$ cat src/rtl/axil_rr_pkg.sv
package axil_rr_pkg;
  // Widest master index the grant struct can carry (up to 2**OWNER_W masters).
  localparam int unsigned OWNER_W = 4;
  typedef logic [OWNER_W-1:0] owner_t;

  // Control -> datapath: who owns each path.
  typedef struct packed {
    logic   wrBusy;
    owner_t wrOwner;
    logic   rdBusy;
    owner_t rdOwner;
  } grant_s;

  // Datapath -> control: response handshakes that close a transaction.
  typedef struct packed {
    logic wrDone;
    logic rdDone;
  } done_s;
endpackage

$ cat src/rtl/axil_rr_arb.sv
module axil_rr_arb
  import axil_rr_pkg::*;
#(
  parameter int unsigned N = 3
) (
  input  logic         clk,
  input  logic         rstN,
  input  logic [N-1:0] req,
  input  logic         done,
  output logic         busy,
  output owner_t       owner
);
  localparam int unsigned SLOTS = 2 ** OWNER_W;

  logic             busyQ;
  logic             lingerQ;
  owner_t           ownerQ;
  owner_t           pick;
  logic             found;
  logic [SLOTS-1:0] reqPad;

  assign reqPad = SLOTS'(req);

  // Re-request right after release keeps the path; otherwise search forward
  // from the previous owner with wrap-around.
  always_comb begin
    int     sum;
    owner_t cand;
    pick  = ownerQ;
    found = 1'b0;
    if (lingerQ && reqPad[ownerQ]) begin
      found = 1'b1;
    end
    for (int k = 1; k <= int'(N); k++) begin
      sum = int'(ownerQ) + k;
      if (sum >= int'(N)) sum = sum - int'(N);
      cand = owner_t'(sum);
      if (!found && reqPad[cand]) begin
        pick  = cand;
        found = 1'b1;
      end
    end
  end

  always_ff @(posedge clk) begin
    if (!rstN) begin
      busyQ   <= 1'b0;
      lingerQ <= 1'b0;
      ownerQ  <= owner_t'(N - 1);
    end else if (busyQ) begin
      if (done) begin
        busyQ   <= 1'b0;
        lingerQ <= 1'b1;
      end
    end else begin
      lingerQ <= 1'b0;
      if (found) begin
        busyQ  <= 1'b1;
        ownerQ <= pick;
      end
    end
  end

  assign busy  = busyQ;
  assign owner = ownerQ;
endmodule

$ cat src/rtl/axil_rr_ctrl.sv
module axil_rr_ctrl
  import axil_rr_pkg::*;
#(
  parameter int unsigned N = 3
) (
  input  logic         clk,
  input  logic         rstN,
  input  logic [N-1:0] wrReq,
  input  logic [N-1:0] rdReq,
  input  done_s        doneS,
  output grant_s       grantQ
);
  logic   wrBusy, rdBusy;
  owner_t wrOwner, rdOwner;

  axil_rr_arb #(.N(N)) u_wrArb (
    .clk(clk), .rstN(rstN), .req(wrReq), .done(doneS.wrDone),
    .busy(wrBusy), .owner(wrOwner)
  );

  axil_rr_arb #(.N(N)) u_rdArb (
    .clk(clk), .rstN(rstN), .req(rdReq), .done(doneS.rdDone),
    .busy(rdBusy), .owner(rdOwner)
  );

  assign grantQ = '{wrBusy: wrBusy, wrOwner: wrOwner, rdBusy: rdBusy, rdOwner: rdOwner};
endmodule

$ cat src/rtl/axil_rr_mux.sv
module axil_rr_mux
  import axil_rr_pkg::*;
#(
  parameter int unsigned N  = 3,
  parameter int unsigned AW = 32,
  parameter int unsigned DW = 32
) (
  input  grant_s            grantQ,
  output done_s             doneS,
  input  logic [N-1:0]      mAwValid,
  input  logic [N*AW-1:0]   mAwAddr,
  output logic [N-1:0]      mAwReady,
  input  logic [N-1:0]      mWValid,
  input  logic [N*DW-1:0]   mWData,
  input  logic [N*DW/8-1:0] mWStrb,
  output logic [N-1:0]      mWReady,
  output logic [N-1:0]      mBValid,
  input  logic [N-1:0]      mBReady,
  output logic [1:0]        mBResp,
  input  logic [N-1:0]      mArValid,
  input  logic [N*AW-1:0]   mArAddr,
  output logic [N-1:0]      mArReady,
  output logic [N-1:0]      mRValid,
  input  logic [N-1:0]      mRReady,
  output logic [DW-1:0]     mRData,
  output logic [1:0]        mRResp,
  output logic              sAwValid,
  output logic [AW-1:0]     sAwAddr,
  input  logic              sAwReady,
  output logic              sWValid,
  output logic [DW-1:0]     sWData,
  output logic [DW/8-1:0]   sWStrb,
  input  logic              sWReady,
  input  logic              sBValid,
  output logic              sBReady,
  input  logic [1:0]        sBResp,
  output logic              sArValid,
  output logic [AW-1:0]     sArAddr,
  input  logic              sArReady,
  input  logic              sRValid,
  output logic              sRReady,
  input  logic [DW-1:0]     sRData,
  input  logic [1:0]        sRResp
);
  localparam int unsigned SW = DW / 8;

  // Write path steering
  always_comb begin
    logic sel;
    sAwValid = 1'b0;
    sAwAddr  = '0;
    sWValid  = 1'b0;
    sWData   = '0;
    sWStrb   = '0;
    sBReady  = 1'b0;
    for (int i = 0; i < int'(N); i++) begin
      sel         = grantQ.wrBusy && (grantQ.wrOwner == owner_t'(i));
      mAwReady[i] = sel && sAwReady;
      mWReady[i]  = sel && sWReady;
      mBValid[i]  = sel && sBValid;
      if (sel) begin
        sAwValid = mAwValid[i];
        sAwAddr  = mAwAddr[i*AW +: AW];
        sWValid  = mWValid[i];
        sWData   = mWData[i*DW +: DW];
        sWStrb   = mWStrb[i*SW +: SW];
        sBReady  = mBReady[i];
      end
    end
  end

  // Read path steering
  always_comb begin
    logic sel;
    sArValid = 1'b0;
    sArAddr  = '0;
    sRReady  = 1'b0;
    for (int i = 0; i < int'(N); i++) begin
      sel         = grantQ.rdBusy && (grantQ.rdOwner == owner_t'(i));
      mArReady[i] = sel && sArReady;
      mRValid[i]  = sel && sRValid;
      if (sel) begin
        sArValid = mArValid[i];
        sArAddr  = mArAddr[i*AW +: AW];
        sRReady  = mRReady[i];
      end
    end
  end

  assign mBResp       = sBResp;
  assign mRData       = sRData;
  assign mRResp       = sRResp;
  assign doneS.wrDone = grantQ.wrBusy && sBValid && sBReady;
  assign doneS.rdDone = grantQ.rdBusy && sRValid && sRReady;
endmodule

$ cat src/rtl/axil_rr_share.sv
module axil_rr_share
  import axil_rr_pkg::*;
#(
  parameter int unsigned N  = 3,
  parameter int unsigned AW = 32,
  parameter int unsigned DW = 32
) (
  input  logic              clk,
  input  logic              rstN,
  input  logic [N-1:0]      mAwValid,
  input  logic [N*AW-1:0]   mAwAddr,
  output logic [N-1:0]      mAwReady,
  input  logic [N-1:0]      mWValid,
  input  logic [N*DW-1:0]   mWData,
  input  logic [N*DW/8-1:0] mWStrb,
  output logic [N-1:0]      mWReady,
  output logic [N-1:0]      mBValid,
  input  logic [N-1:0]      mBReady,
  output logic [1:0]        mBResp,
  input  logic [N-1:0]      mArValid,
  input  logic [N*AW-1:0]   mArAddr,
  output logic [N-1:0]      mArReady,
  output logic [N-1:0]      mRValid,
  input  logic [N-1:0]      mRReady,
  output logic [DW-1:0]     mRData,
  output logic [1:0]        mRResp,
  output logic              sAwValid,
  output logic [AW-1:0]     sAwAddr,
  input  logic              sAwReady,
  output logic              sWValid,
  output logic [DW-1:0]     sWData,
  output logic [DW/8-1:0]   sWStrb,
  input  logic              sWReady,
  input  logic              sBValid,
  output logic              sBReady,
  input  logic [1:0]        sBResp,
  output logic              sArValid,
  output logic [AW-1:0]     sArAddr,
  input  logic              sArReady,
  input  logic              sRValid,
  output logic              sRReady,
  input  logic [DW-1:0]     sRData,
  input  logic [1:0]        sRResp
);
  grant_s grantQ;
  done_s  doneS;

  axil_rr_ctrl #(.N(N)) u_ctrl (
    .clk(clk), .rstN(rstN), .wrReq(mAwValid), .rdReq(mArValid),
    .doneS(doneS), .grantQ(grantQ)
  );

  axil_rr_mux #(.N(N), .AW(AW), .DW(DW)) u_mux (
    .grantQ(grantQ), .doneS(doneS),
    .mAwValid(mAwValid), .mAwAddr(mAwAddr), .mAwReady(mAwReady),
    .mWValid(mWValid), .mWData(mWData), .mWStrb(mWStrb), .mWReady(mWReady),
    .mBValid(mBValid), .mBReady(mBReady), .mBResp(mBResp),
    .mArValid(mArValid), .mArAddr(mArAddr), .mArReady(mArReady),
    .mRValid(mRValid), .mRReady(mRReady), .mRData(mRData), .mRResp(mRResp),
    .sAwValid(sAwValid), .sAwAddr(sAwAddr), .sAwReady(sAwReady),
    .sWValid(sWValid), .sWData(sWData), .sWStrb(sWStrb), .sWReady(sWReady),
    .sBValid(sBValid), .sBReady(sBReady), .sBResp(sBResp),
    .sArValid(sArValid), .sArAddr(sArAddr), .sArReady(sArReady),
    .sRValid(sRValid), .sRReady(sRReady), .sRData(sRData), .sRResp(sRResp)
  );
endmodule

$ cat config.mk
export PLATFORM = sky130hd
export DESIGN_NAME = axil_rr_share
export DESIGN_NICKNAME = d
export VERILOG_FILES = /design/src/rtl/axil_rr_pkg.sv /design/src/rtl/axil_rr_arb.sv /design/src/rtl/axil_rr_ctrl.sv /design/src/rtl/axil_rr_mux.sv /design/src/rtl/axil_rr_share.sv
export SDC_FILE = /design/constraint.sdc
export NUM_CORES = 1
export LEC_CHECK = 0
export BUFFER_PORTS_ARGS = -buffer_cell sky130_fd_sc_hd__buf_2
export CORE_AREA = 2 2 200 202
export CTS_CLUSTER_SIZE = 16
export DETAILED_ROUTE_END_ITERATION = 6
export DIE_AREA = 0 0 202 204
export PLACE_DENSITY_LB_ADDON = 0.15
export SLEW_MARGIN = 5
export SYNTH_ARGS = -nofsm -noshare
export SYNTH_HDL_FRONTEND = slang
export SYNTH_SLANG_ARGS = --single-unit
$ cat constraint.sdc
create_clock -name clk -period 8.4 [get_ports clk]
set_clock_uncertainty 0.05 [all_clocks]
set_input_delay 1.26 -clock clk [delete_from_list [all_inputs] [get_ports clk]]
set_output_delay 1.26 -clock clk [all_outputs]
set_load 0.01 [all_outputs]
==> impl_metrics.tcl, run 1 <==
set metrics [dict create \
    maxSlewViolCount 0 \
    rsz0062_at_grt "no" \
    io_pins 514 \
    critPathSlowestCell "buf_4" \
    ctsHoldBuffers 0 \
    synth-simple-area-share_pct 24.1 \
    clk_path_buf_depth 2 \
    drc 0 \
    dieArea_sq_um 41200 \
    drive_above_1_share_pct 44.8 \
    ys_seq_area_share_pct 5.32 \
    synthCells 716 \
    grt_pass1_wl_um 37300 \
    ant_nets 0 \
    clkLatencyLatePin_ns 0.23 \
    grt_pass1_vias 6430 \
    yosysUniqueCellTypes 68 \
    worstSetupPathType "flip-flop to primary output" \
    multi_input_area_sq_um 3640 \
    synth.mux.area_fraction_pct 2.80 \
    endpoint_kind "primary output" \
    switching_share_pct 57.6 \
    synth_xor_area_share_pct 2.52 \
    ys.flop_type "dfxtp_1" \
    cts_setup_buffers 0 \
    p_leak_uw 0.00328 \
    worst_slack_ns 3.94 \
    worstHoldPathCells 2 \
    cpLargestDelayFamily "simple AND/OR/NAND/NOR gates" \
    avgRoutedWirePerCell_um 16.4 \
    p_seq_share_pct 5.4 \
    hold_viol 0 \
    maxCapViolations 0 \
    port-buffer-count 441 \
    hold_path_end "u_ctrl.u_rdArb.lingerQ" \
    cts-root-buf "clkbuf_16" \
    gp_congestion 0.800 \
    worst_slew_pin_slew_ns 0.898 \
    firstDrtPassIters 5 \
    numCtsBuffers 3 \
    synth_area_per_cell_sq_um 6.30 \
    clock.fmax_ghz 0.224 \
    r2r-start "u_ctrl.u_wrArb.owner[1]" \
    dp_hpwl_um 21700 \
    status "complete, no violations" \
    place_ws_ns 4.12 \
    cp_num_buf_inv 2 \
    regArea_sq_um 240 \
    htreeDepth 1 \
    cpPeakStageDelay_ns 0.57 \
    synth-seq-cells 12 \
    power.density_nw_per_um2 242 \
    initial_core_util_pct 11.5 \
    layout_commonest_cell "buf_2" \
    synth-edff-count 0 \
    wirelength_um 26100 \
    synth_fp_nets 1090 \
    grt_max_degree 92 \
    crit_path_start_kind "flip-flop" \
    vias 6722 \
    tritoncts "built" \
    synth-compound-area-share_pct 46.6 \
    yosysWarnings 0 \
    r2r_slack_ns 4.61 \
    r2r-end "u_ctrl.u_wrArb.owner[0]" \
    cts_sinks 12 \
    crit_chain "nor2_1 -> and3_1 -> and2_2 -> buf_4 -> a22oi_1 -> o21ai_0 -> buf_2" \
    r2r_cells 9 \
    power_switching_uw 972 \
    power.internal_uw 716 \
    routed_via_density 4.23 \
    p_comb_share_pct 89.6 \
    fin_crit_sh_pct 53.1 \
    synthToLayoutAreaGrowth_pct 54.3 \
    fillers 4515 \
    hold_path_class "flip-flop to flip-flop" \
    p_clk_share_pct 5.0 \
    grtUsageTotal_pct 11.5 \
    power.total_uw 1690 \
    die_w_um 202 \
    stdcell_count 1590 \
    async_reset_ff_share_pct 0 \
    clk_pin_slew_worst_paths_ns 0.04 \
    synth_top_family_by_area "compound AO/OA/AOI/OAI gates" \
    antenna_found_initial 3 \
    cp_data_required_time_ns 7.09 \
    worstHoldStart "u_ctrl.u_rdArb.lingerQ" \
    min_period_ns 4.46 \
    ctsResizeCount 0 \
    drtIter0Drc 472 \
    setup_viol 0 \
    core_area_sq_um 39200 \
    nNetsFinal 1441 \
    slew_headroom_pct 40.2 \
    fin_util_pct 17.8 \
    path_max_fanout 71 \
    ir_drop_mv 0.0910 \
    die_h_um 204 \
    diodes 0 \
    syn_area_sq_um 4510 \
    synthAdderAreaFrac_pct 4.44 \
    arrival_ns 3.15 \
    tns_ns 0 \
    dp.cells 1587 \
    final_cell_mix "buf_2, nand2_1, o21ai_0" \
    grt-ovfl-total 0 \
    rows 73 \
]
==> synth_stat cells, types with 3 or more instances <==
master	number	share of area, %
a211oi_1	4	0.67
a21oi_1	19	2.1
a221oi_1	3	0.58
a22oi_1	104	17
a31oi_1	11	1.5
a32oi_1	3	0.58
and2_1	21	2.9
and3_1	13	1.8
and3b_1	3	0.58
buf_2	10	1.1
buf_4	37	6.2
buf_6	3	0.75
clkbuf_1	53	4.4
dfxtp_1	12	5.3
ha_1	16	4.4
inv_1	19	1.6
mux2_1	3	0.75
mux2i_1	7	1.6
nand2_1	124	10
nand2b_1	7	0.97
nand3_1	10	1.1
nor2_1	21	1.7
nor2b_1	11	1.5
nor3_1	6	0.67
o2111ai_1	4	0.78
o211a_1	3	0.67
o211ai_1	4	0.67
o21a_1	5	0.83
o21ai_0	112	12
o21ai_1	5	0.55
o22ai_1	4	0.55
o31ai_1	3	0.50
xnor2_1	4	0.78
xor2_1	4	0.78
==> power by group through the flow <==
stage               Sequential (uW)  Clock (uW)  Combinational (uW)
global route                   94.5        90.0                1680
global placement               94.6           0                1540
detailed placement             93.6           0                1520
CTS                            92.5        87.0                1520
floorplan                      83.1           0                1030
finish                         91.5        83.7                1510
==> cells by family (layout without fill, tap and decap cells) <==
group / Yosys count / in the layout
AND/OR/NAND/NOR: 229 / 229
flip-flops: 12 / 12
XOR/XNOR: 10 / 10
buffers and inverters: 124 / 473
AO/OA/AOI/OAI: 313 / 313
multiplexers: 12 / 12
adder cells (fa/ha/maj): 16 / 16
==> area by class of cell <==
class | instances | area share [%]
clock buffer | 3 | 1.08
inverter | 21 | 1.13
multi-input combinational | 580 | 52.3
sequential | 12 | 3.45
tap | 525 | 9.43
timing repair buffer | 449 | 32.6
==> state kept, by name, indices dropped and copies added, names as in the netlist <==
register	flops
u_ctrl.u_rdArb.lingerQ	1
u_ctrl.u_rdArb.busy	1
u_ctrl.u_rdArb.owner	4
u_ctrl.u_wrArb.owner	4
u_ctrl.u_wrArb.busy	1
u_ctrl.u_wrArb.lingerQ	1
==> worst min-delay path, cell delays in order (launching register included) <==
cell     delay, ns
dfxtp_1       0.33
a21oi_1       0.04
nor2_1        0.07
==> worst max-delay path by stage <==
stage                            end               startpoint  depth (start not counted)  slack (ns)
final                        sBReady  u_ctrl.u_wrArb.owner[3]                          7        3.94
after global routing         sBReady  u_ctrl.u_wrArb.owner[3]                          7        3.65
after CTS                    sBReady  u_ctrl.u_wrArb.owner[3]                          7        3.89
after detailed placement     sBReady  u_ctrl.u_wrArb.owner[3]                          7        4.12
after global placement       sBReady  u_ctrl.u_wrArb.owner[3]                          7        4.15
after floorplan           sAwAddr[0]  u_ctrl.u_wrArb.owner[0]                         10        4.88
==> metal layers <==
| layer | up-vias | part of all wire [%] | routed length, um | global-route usage, % |
|---|---|---|---|---|
| met5 | - | 0.065 | 17 | 0 |
| met4 | 2 | 1.7 | 445 | 2.10 |
| met3 | 34 | 8.1 | 2100 | 2.39 |
| met2 | 359 | 53 | 13800 | 22.2 |
| met1 | 3019 | 37 | 9730 | 12.8 |
| li1 | 3308 | - | - | - |
==> metrics by stage <==
stage / hold slack, ns / instance area [sq um]
6_report: 0.422 / 6960
5_1_grt: 0.485 / 6960
4_1_cts: 0.436 / 6960
3_5_place_dp: 0.425 / 6890
3_3_place_gp: 0.420 / 6890
2_1_floorplan: 0.387 / 4510
Note: power is estimated with default switching activity, not from simulation.
==> run 2: changes to the inputs <==
- clock period: 8.4 -> 3.8 ns (I/O delays scaled with it)
==> impl_metrics.tcl, run 2 (same netlist as run 1, synthesis figures left out) <==
set metrics [dict create \
    grt_pass1_vias 6280 \
    status "complete, no violations" \
    min_period_ns 3.37 \
    firstDrtPassIters 5 \
    layout_commonest_cell "buf_2" \
    hold_ws_ns 0.418 \
    core_area_sq_um 39200 \
    final_cell_mix "buf_2, nand2_1, o21ai_0" \
    maxCapViolations 0 \
    cts_sinks 12 \
    grtUsageTotal_pct 11.3 \
    critPathSlowestCell "dfxtp_1" \
    antenna_found_initial 1 \
    cp_num_buf_inv 2 \
    cpPeakStageDelay_ns 0.45 \
    fin_crit_sh_pct 88.7 \
    final_area_sq_um 7100 \
    fillers 4534 \
    avgRoutedWirePerCell_um 16.2 \
    cpLargestDelayFamily "simple AND/OR/NAND/NOR gates" \
    worst_slack_ns 0.430 \
    ir_drop_mv 0.228 \
    wirelength_um 26000 \
    grt_max_degree 137 \
    clock.fmax_ghz 0.297 \
    tns_ns 0 \
    arrival_ns 2.75 \
    cp_data_required_time_ns 3.18 \
    worstSetupPathType "flip-flop to primary output" \
    place_ws_ns 0.634 \
    gp_congestion 0.769 \
    worst_slew_pin_slew_ns 0.697 \
    path_max_fanout 68 \
    ctsResizeCount 0 \
    cts-root-buf "clkbuf_16" \
    clk_pin_slew_worst_paths_ns 0.05 \
    numCtsBuffers 3 \
    hold_viol 0 \
    stdcell_count 1601 \
    htreeDepth 1 \
    dp_hpwl_um 21600 \
    drive_above_1_share_pct 45.4 \
    clk_path_buf_depth 2 \
    vias 6761 \
    r2r_slack_ns 0.69 \
    power.density_nw_per_um2 547 \
    dp.cells 1598 \
    hold_path_class "flip-flop to flip-flop" \
    cts_setup_buffers 0 \
    port-buffer-count 441 \
    drc 0 \
    initial_core_util_pct 11.5 \
    die_w_um 202 \
    slew_headroom_pct 53.1 \
    synthToLayoutAreaGrowth_pct 57.2 \
    ctsHoldBuffers 0 \
    drtIter0Drc 437 \
    io_pins 514 \
    nNetsFinal 1452 \
    grt_pass1_wl_um 37100 \
    crit_chain "nor2_1 -> and3_1 -> and2_2 -> buf_12 -> a22oi_1 -> o21ai_0 -> buf_2" \
    setup_viol 0 \
    die_h_um 204 \
    endpoint_kind "primary output" \
    maxSlewViolCount 0 \
    routed_via_density 4.22 \
    crit_path_start_kind "flip-flop" \
    p_leak_uw 0.00335 \
    diodes 0 \
    tritoncts "built" \
    rsz0062_at_grt "no" \
    placed_cell_area_sq_um 7020 \
    ant_nets 0 \
    clkLatencyLatePin_ns 0.24 \
    rows 73 \
    dieArea_sq_um 41200 \
    grt-ovfl-total 0 \
]
## run 2: changes by cell type in the layout (fill, tap and decap cells not counted), sizes merged
cell  before  now
buf      449  460
## run 2: layer usage
layer	routed length [um]	global-route usage, %
met1	10200	13.3
met2	13400	21.6
met3	1930	1.75
met4	442	2.10
met5	0	0
## run 2: worst min-delay path, stage by stage (launching register included)
cell and delay (ns):
dfxtp_1 0.32, a21oi_1 0.04, nor2_1 0.07
## run 2: power by group
part	switching, uW	internal [uW]
Combinational	2120	1380
Sequential	30.4	155
Clock	56.3	137
## run 2: worst paths after layout
path	depth (start not counted)	endpoint	startpoint
max reg2reg	9	u_ctrl.u_wrArb.owner[1]	u_ctrl.u_wrArb.owner[2]
max	7	sAwAddr[5]	u_ctrl.u_wrArb.owner[2]
min	2	u_ctrl.u_wrArb.lingerQ	u_ctrl.u_wrArb.lingerQ
min reg2reg	2	u_ctrl.u_wrArb.lingerQ	u_ctrl.u_wrArb.lingerQ
## run 2: layout make-up
class	instances	area, sq um	area share (%)
clock buffer	3	75.1	1.06
inverter	21	78.8	1.11
multi-input combinational	580	3640	51.4
sequential	12	240	3.39
tap	525	657	9.26
timing repair buffer	460	2400	33.8
## run 2: stage by stage
stage	util (%)	power [uW]
2_1_floorplan	-	2460
3_3_place_gp	17.9	3770
3_5_place_dp	17.9	3710
4_1_cts	18.1	3910
5_1_grt	18.1	4260
6_report	18.1	3880
==> run 3: changes to the inputs <==
--- a/config.mk
+++ b/config.mk
@@ -7,8 +7,8 @@
 export LEC_CHECK = 0
 export BUFFER_PORTS_ARGS = -buffer_cell sky130_fd_sc_hd__buf_2
-export CORE_AREA = 2 2 200 202
+export CORE_AREA = 2 2 198 200
 export CTS_CLUSTER_SIZE = 16
 export DETAILED_ROUTE_END_ITERATION = 6
-export DIE_AREA = 0 0 202 204
+export DIE_AREA = 0 0 200 202
 export PLACE_DENSITY_LB_ADDON = 0.15
 export SLEW_MARGIN = 5
==> constraint.sdc (replaced) <==
create_clock -name clk -period 3.8 [get_ports clk]
set_clock_uncertainty 0.05 [all_clocks]
set_input_delay 0.95 -clock clk [delete_from_list [all_inputs] [get_ports clk]]
set_output_delay 0.95 -clock clk [all_outputs]
set_load 0.01 [all_outputs]
==> impl_metrics.tcl, run 3 (same netlist as run 1, synthesis figures left out) <==
set metrics [dict create \
    vias 6839 \
    cpLargestDelayFamily "buffers and inverters" \
    final_cell_mix "buf_2, nand2_1, o21ai_0" \
    tns_ns 0 \
    port-buffer-count 441 \
    io_pins 514 \
    cts_setup_buffers 0 \
    drive_above_1_share_pct 46.4 \
    fin_crit_sh_pct 94.0 \
    worst_slew_pin_slew_ns 0.589 \
    status "complete, no violations" \
    final_area_sq_um 7320 \
    path_max_fanout 47 \
    slew_headroom_pct 60.4 \
    ctsHoldBuffers 0 \
    drc 0 \
    worstHoldStart "u_ctrl.u_wrArb.lingerQ" \
    cp_num_buf_inv 4 \
    wirelength_um 27700 \
    cpPeakStageDelay_ns 0.51 \
    r2r_cells 10 \
    grt_pass1_vias 6464 \
    antenna_found_initial 3 \
    initial_core_util_pct 11.8 \
    maxCapViolations 0 \
    grt_max_degree 53 \
    dp_hpwl_um 23600 \
    rows 72 \
    ir_drop_mv 0.157 \
    ctsResizeCount 0 \
    grt_pass1_wl_um 38600 \
    hold_path_class "flip-flop to flip-flop" \
    setup_viol 0 \
    hold_path_end "u_ctrl.u_wrArb.lingerQ" \
    clk_path_buf_depth 2 \
    p_leak_uw 0.00347 \
    rsz0062_at_grt "no" \
    clkLatencyLatePin_ns 0.25 \
    avgRoutedWirePerCell_um 17.1 \
    htreeDepth 1 \
    stdcell_count 1617 \
    numCtsBuffers 3 \
    die_h_um 202 \
    grtUsageTotal_pct 12.4 \
    worstSetupPathType "flip-flop to primary output" \
    dp.cells 1612 \
    r2r-end "u_ctrl.u_wrArb.owner[1]" \
    nNetsFinal 1473 \
    ant_nets 0 \
    routed_via_density 4.23 \
    drtIter0Drc 340 \
    maxSlewViolCount 0 \
    worst_slack_ns 0.230 \
    r2r_slack_ns 0.61 \
    arrival_ns 2.57 \
    power.total_uw 4110 \
    gp_congestion 0.788 \
    firstDrtPassIters 5 \
    cp_data_required_time_ns 2.80 \
    clock.fmax_ghz 0.280 \
    clk_pin_slew_worst_paths_ns 0.05 \
    endpoint_kind "primary output" \
    placed_cell_area_sq_um 7240 \
    cts_sinks 12 \
    worstHoldPathCells 2 \
    core_area_sq_um 38300 \
    hold_viol 0 \
    crit_path_start_kind "flip-flop" \
    dieArea_sq_um 40400 \
    power.density_nw_per_um2 561 \
    min_period_ns 3.57 \
    tritoncts "built" \
    die_w_um 200 \
    r2r-start "u_ctrl.u_wrArb.owner[0]" \
    crit_chain "inv_2 -> buf_4 -> ha_1 -> and3_4 -> buf_12 -> nand2_1 -> o21ai_1 -> buf_2" \
    place_ws_ns 0.407 \
    critPathSlowestCell "and3_4" \
    layout_commonest_cell "buf_2" \
    cts-root-buf "clkbuf_16" \
    synthToLayoutAreaGrowth_pct 62.3 \
    grt-ovfl-total 0 \
]
## run 3: layout make-up
class                           instances  area (sq um)
Fill cell                            4448         31000
Multi-Input combinational cell        580          3640
Timing Repair Buffer                  481          2630
Tap cell                              518           648
Sequential cell                        12           240
Inverter                               21          78.8
Clock buffer                            3          75.1
Antenna cell                            2          5.00
## run 3: worst max path at each step
stage,start,endpoint,cells after the start
4_1_cts,u_ctrl.u_wrArb.owner[1],sWData[4],8
3_5_place_dp,u_ctrl.u_wrArb.owner[1],sWData[4],8
3_3_place_gp,u_ctrl.u_wrArb.owner[1],sWData[4],8
2_1_floorplan,u_ctrl.u_wrArb.owner[0],sAwAddr[0],10
5_1_grt,u_ctrl.u_wrArb.owner[0],sWData[4],8
6_report,u_ctrl.u_wrArb.owner[0],sWData[4],8
## run 3: through the flow
step,hold slack [ns],util [%]
after CTS,0.434,19.1
final,0.437,19.1
after floorplan,0.387,-
after global routing,0.483,19.1
after global placement,0.411,18.9
after detailed placement,0.422,18.9
## run 3: power by group
part           total [uW]  leakage (uW)  internal [uW]  switching, uW
Clock                 202     0.0000370            138           63.9
Combinational        3720       0.00334           1510           2210
Sequential            192     0.0000982            155           36.1
Total                4110       0.00347           1800           2310
## run 3: worst reg2reg max path: cells and delay by family, from the launching register on
kind                     cells  cell delay (ns)
AND/OR/NAND/NOR              1             0.32
flip-flops                   1             0.58
multiplexers                 1             0.35
buffers and inverters        1             0.07
AO/OA/AOI/OAI                6             1.32
adder cells (fa/ha/maj)      1             0.38
## run 3: layer usage
layer  global-route usage, %  wire (um)  up-vias
met4                    5.58       1350        0
li1                        -          -     3371
met5                       0          0        -
met3                    1.57       2010       38
met2                    22.7      13500      352
met1                    14.3      10900     3078
